### config.mk
export PLATFORM = sky130hd
export DESIGN_NAME = wdt_top
export DESIGN_NICKNAME = d
export VERILOG_FILES = /design/src/rtl/wdt_pkg.sv /design/src/rtl/wdt_prescaler.sv /design/src/rtl/wdt_decode.sv /design/src/rtl/wdt_channel.sv /design/src/rtl/wdt_top.sv
export SDC_FILE = /design/constraint.sdc
export NUM_CORES = 1
export LEC_CHECK = 0
export BUFFER_PORTS_ARGS = -buffer_cell sky130_fd_sc_hd__buf_2
export CORE_UTILIZATION = 61
export CTS_CLUSTER_SIZE = 14
export DETAILED_ROUTE_END_ITERATION = 6
export MAX_ROUTING_LAYER = met4
export PLACE_DENSITY = 0.85
export REMOVE_ABC_BUFFERS = 1
export SETUP_SLACK_MARGIN = 0.15
export SYNTH_ARGS = -nofsm -noshare
export SYNTH_HDL_FRONTEND = slang
export SYNTH_HIERARCHICAL = 1
export SYNTH_SLANG_ARGS = --single-unit
export TNS_END_PERCENT = 1
### constraint.sdc
create_clock -name clk -period 7.2 [get_ports clk]
set_clock_uncertainty 0.2 [all_clocks]
set_input_delay 2.16 -clock clk [delete_from_list [all_inputs] [get_ports clk]]
set_output_delay 2.16 -clock clk [all_outputs]
set_load 0.01 [all_outputs]
### src/rtl/wdt_pkg.sv
package wdt_pkg;

    localparam int DATA_W  = 32;
    localparam int CNT_W   = 15;
    localparam int NUM_CH  = 2;
    localparam int BASE_OFS = 8'hC0;
    localparam int CH_STRIDE = 4;

    // state held by one watchdog channel
    typedef struct packed {
        logic             act;
        logic [CNT_W-1:0] lim;
        logic [CNT_W-1:0] cnt;
    } wdt_chan_t;

    // byte address of a channel register
    function automatic int chan_offset(input int idx);
        return BASE_OFS + CH_STRIDE * idx;
    endfunction

    // readback word: action, limit, zero hole, count
    function automatic logic [DATA_W-1:0] pack_reg(input wdt_chan_t s);
        return {s.act, s.lim, 1'b0, s.cnt};
    endfunction

endpackage

### src/rtl/wdt_prescaler.sv
module wdt_prescaler #(
    parameter int CLKS_PER_TICK = 1250000
) (
    input  logic clk,
    input  logic rst,
    output logic tick
);
    localparam int PW = (CLKS_PER_TICK > 1) ? $clog2(CLKS_PER_TICK) : 1;
    localparam logic [PW-1:0] LAST = PW'(CLKS_PER_TICK - 1);

    logic [PW-1:0] phase;

    assign tick = (phase == LAST);

    always_ff @(posedge clk) begin
        if (rst)       phase <= '0;
        else if (tick) phase <= '0;
        else           phase <= phase + 1'b1;
    end
endmodule

### src/rtl/wdt_decode.sv
module wdt_decode
    import wdt_pkg::*;
#(
    parameter int ADDR_W = 8
) (
    input  logic              wr_en,
    input  logic [ADDR_W-1:0] addr,
    output logic [NUM_CH-1:0] hit,
    output logic [NUM_CH-1:0] wr_sel
);
    for (genvar i = 0; i < NUM_CH; i++) begin : g_hit
        localparam logic [ADDR_W-1:0] OFS = ADDR_W'(chan_offset(i));
        assign hit[i]    = (addr == OFS);
        assign wr_sel[i] = wr_en & hit[i];
    end
endmodule

### src/rtl/wdt_channel.sv
module wdt_channel
    import wdt_pkg::*;
(
    input  logic              clk,
    input  logic              rst,
    input  logic              tick,
    input  logic              wr,
    input  logic [DATA_W-1:0] wr_data,
    output wdt_chan_t         st,
    output logic              expired
);
    logic armed;
    logic at_lim;

    assign armed   = (st.lim != '0);
    assign at_lim  = (st.cnt == st.lim);
    assign expired = armed & at_lim;

    always_ff @(posedge clk) begin
        if (rst) begin
            st <= '0;
        end else if (wr) begin
            st.act <= wr_data[31];
            st.lim <= wr_data[30:16];
            st.cnt <= '0;
        end else if (tick && armed && !at_lim) begin
            st.cnt <= st.cnt + 1'b1;
        end
    end
endmodule

### src/rtl/wdt_top.sv
module wdt_top
    import wdt_pkg::*;
#(
    parameter int CLKS_PER_TICK = 1250000,
    parameter int ADDR_W        = 8
) (
    input  logic              clk,
    input  logic              rst,
    input  logic              wr_en,
    input  logic [ADDR_W-1:0] addr,
    input  logic [31:0]       wr_data,
    output logic [31:0]       rd_data,
    output logic              rst_req,
    output logic              drop_req
);
    logic                   tick;
    logic [NUM_CH-1:0]      hit;
    logic [NUM_CH-1:0]      wr_sel;
    logic [NUM_CH-1:0]      expired;
    wdt_chan_t [NUM_CH-1:0] chan_st;

    wdt_prescaler #(.CLKS_PER_TICK(CLKS_PER_TICK)) u_pre (
        .clk (clk),
        .rst (rst),
        .tick(tick)
    );

    wdt_decode #(.ADDR_W(ADDR_W)) u_dec (
        .wr_en (wr_en),
        .addr  (addr),
        .hit   (hit),
        .wr_sel(wr_sel)
    );

    for (genvar i = 0; i < NUM_CH; i++) begin : g_ch
        wdt_channel u_ch (
            .clk    (clk),
            .rst    (rst),
            .tick   (tick),
            .wr     (wr_sel[i]),
            .wr_data(wr_data),
            .st     (chan_st[i]),
            .expired(expired[i])
        );
    end

    always_comb begin
        rd_data = '0;
        for (int i = 0; i < NUM_CH; i++) begin
            if (hit[i]) rd_data = pack_reg(chan_st[i]);
        end
    end

    assign rst_req  = chan_st[0].act & expired[0];
    assign drop_req = chan_st[1].act & expired[1];
endmodule

==> results_dict.tcl <==
set metrics [dict create \
    synth_area_leaders "dfxtp_1 (37%), xnor2_1 (7.8%), mux2i_1 (7.1%), a22o_1 (5.6%), or3_1 (3.9%)" \
    fmaxAchievable_mhz 152 \
    rows 30 \
    path_class "in2out" \
    synth-compound-area-share 0.148 \
    layout-drive-gt1-share 0.195 \
    period_needed_ps 6570 \
    dpl.cell_count 640 \
    yosysTopAreaCell "dfxtp_1" \
    hp-class "reg2reg" \
    ys_seq_area_frac 0.368 \
    power_density_mw_per_mm2 155 \
    drv_cap 0 \
    drtAntennaViolNets 0 \
    grt_pass1_wl_mm 17.3 \
    worst-endpoint-required_ps 4840 \
    synthSimpleGateAreaFrac 0.272 \
    vias 4074 \
    post_cts_buffers 0 \
    io_buffers 59 \
    synth.distinct_cells 46 \
    firstDrtPassIters 5 \
    ys_ff_latch 83 \
    dpl.hpwl_mm 7.86 \
    yosysTopAreaCellShare 0.368 \
    synth_top_family_by_area "simple AND/OR/NAND/NOR gates" \
    numCtsBuffers 9 \
    gp_congestion 0.912 \
    multi_input_area_mm2 0.00268 \
    arrival_ps 4210 \
    io_pins 77 \
    instances_no_fill 655 \
    postCtsHoldBufs 0 \
    synth.mux.area_fraction 0.0710 \
    seq_area_mm2 0.00166 \
    syn_to_final_growth_pct 10.5 \
    track_usage 0.303 \
    worst_slew_pin_slew_ps 1210 \
    setup_tns_ps 0 \
    drc 0 \
    synth_edf_count 0 \
    die-width_um 88.0 \
    grt_pass1_vias 3662 \
    cts.sinks 83 \
    synthCells 511 \
    core_area_mm2 0.00698 \
    synth_adder_area_share 0.00832 \
    antenna_found_initial 0 \
    insertion_delay_ps 360 \
    ir_worst_vdd_mv 0.141 \
    grt_start_max_net_pins 38 \
    syn_avg_cell_area_um2 8.82 \
    rsz0062_at_grt "false" \
    p_total_uw 771 \
    dieArea_mm2 0.00774 \
    run_status "complete, no violations" \
    finalHoldViolCount 0 \
    startpoint_type "input pin" \
    cts_max_level 3 \
    maxSlewViolCount 0 \
    fin_util 0.714 \
    crit_fanout 15 \
    avgRoutedWirePerCell_um 17.0 \
    wl_mm 11.1 \
    via_per_inst 6.22 \
    final_nets 601 \
    synth_ff_type "dfxtp_1" \
    syn_area_mm2 0.00451 \
    die_h_um 88.0 \
    setup_viol 0 \
    initial_core_util 0.646 \
    end_kind "output pin" \
    fillers 583 \
    min_period_over_period 0.913 \
    p_leak_uw 0.00169 \
    clkTransAtPathRegs_ps 80 \
    gr-total-overflow 0 \
    yosysWarnings 6 \
    diodes 0 \
    slew_headroom 0.187 \
    drtIter0Drc 255 \
    tritoncts "done" \
    ctsResizeCount 0 \
    async_reset_ff_frac 0 \
    cts_root_buf "clkbuf_8" \
    clock_path_buffers 2 \
    synth_xor_area_frac 0.0855 \
]
[routing by layer]
layer	vias up	GRT usage	wire length, um
li1	1955	-	-
met1	1930	0.367	4760
met2	169	0.492	5420
met3	20	0.0697	817
met4	0	0.106	146
met5	-	-	0
[through the flow]
step	hold slack [ps]	area (um^2)	setup slack, ps
after floorplan	235	4330	-1170
after global placement	246	4820	728
after detailed placement	261	4820	636
after CTS	281	4980	632
after global routing	313	4980	551
final	274	4980	625
[final timing paths]
kind,slack [ps],cells past startpoint,start,to
setup / recovery,630,7,addr[4],rd_data[9]
hold / removal,270,1,u_pre/phase[0]$_SDFF_PP0_,u_pre/phase[0]$_SDFF_PP0_
setup reg to reg,4030,7,u_pre/phase[13]$_SDFF_PP0_,g_ch[1].u_ch/st[14]$_SDFFE_PP0P_
hold reg to reg,270,1,u_pre/phase[0]$_SDFF_PP0_,u_pre/phase[0]$_SDFF_PP0_
[power by group]
part	leakage (uW)	internal [uW]	switching (uW)
clock network	0.0000819	122	158
logic	0.000936	10.1	18.4
registers	0.000669	460	1.81
[worst max-delay path, stage by stage]
cell,delay [ps]
buf_2,90
nand4bb_1,300
nor4b_1,600
nor2b_4,510
buf_4,240
a22o_1,160
buf_2,130
[synthesized netlist by cell type, drive strengths merged (3+ instances only)]
| cell type | number |
|---|---|
| dfxtp | 83 |
| nor2 | 54 |
| xnor2 | 40 |
| a21oi | 32 |
| mux2i | 32 |
| a22o | 29 |
| o21ai | 28 |
| or3 | 28 |
| nand4 | 23 |
| nand2 | 20 |
| nand3 | 20 |
| buf | 16 |
| clkbuf | 16 |
| and3 | 12 |
| nor4 | 12 |
| nor3 | 8 |
| inv | 7 |
| o31ai | 7 |
| or4 | 7 |
| and2 | 6 |
| nand4b | 5 |
| xor2 | 4 |
| ha | 3 |
[cell usage in the layout, fill, tap and decap left out, types with 5 or more instances in the layout]
cell type  instances
a22o_1            29
or4_1              6
dfxtp_1           83
buf_2             59
buf_4              6
inv_1              7
a21oi_1           32
o21ai_1           14
nand4b_1           5
clkbuf_8           9
o31ai_1            7
nor3_1             6
nand4_1           21
nor4_1            10
nand2_1           20
and2_1             6
or3_1             28
nor2_2            10
mux2i_1           32
nand3_1           18
xnor2_1           40
nor2_1            44
o21ai_0           14
and3_1             8
[sequential cells by signal, summed over array words and instances, names as in the netlist]
register,flops
g_ch.u_ch/st,62
u_pre/phase,21
[logic make-up (layout without fill, tap and decap cells)]
family                     count (synthesis)  after routing
adders and majority gates                  3              3
and+or+nand+nor                          207            207
muxes                                     32             32
xor gates and xnor gates                  44             44
buffers and inverters                     39             87
other                                      1              1
AOI/OAI and AO/OA                        102            102
DFF                                       83             83
[cell type report]
| cell class | count | area share |
|---|---|---|
| Timing Repair Buffer | 65 | 0.0683 |
| Inverter | 7 | 0.00527 |
| Sequential cell | 83 | 0.333 |
| Tap cell | 96 | 0.0241 |
| Clock buffer | 10 | 0.0256 |
| Clock inverter | 5 | 0.00628 |
| Multi-Input combinational cell | 389 | 0.537 |
Power figures use the tool's default switching activity.
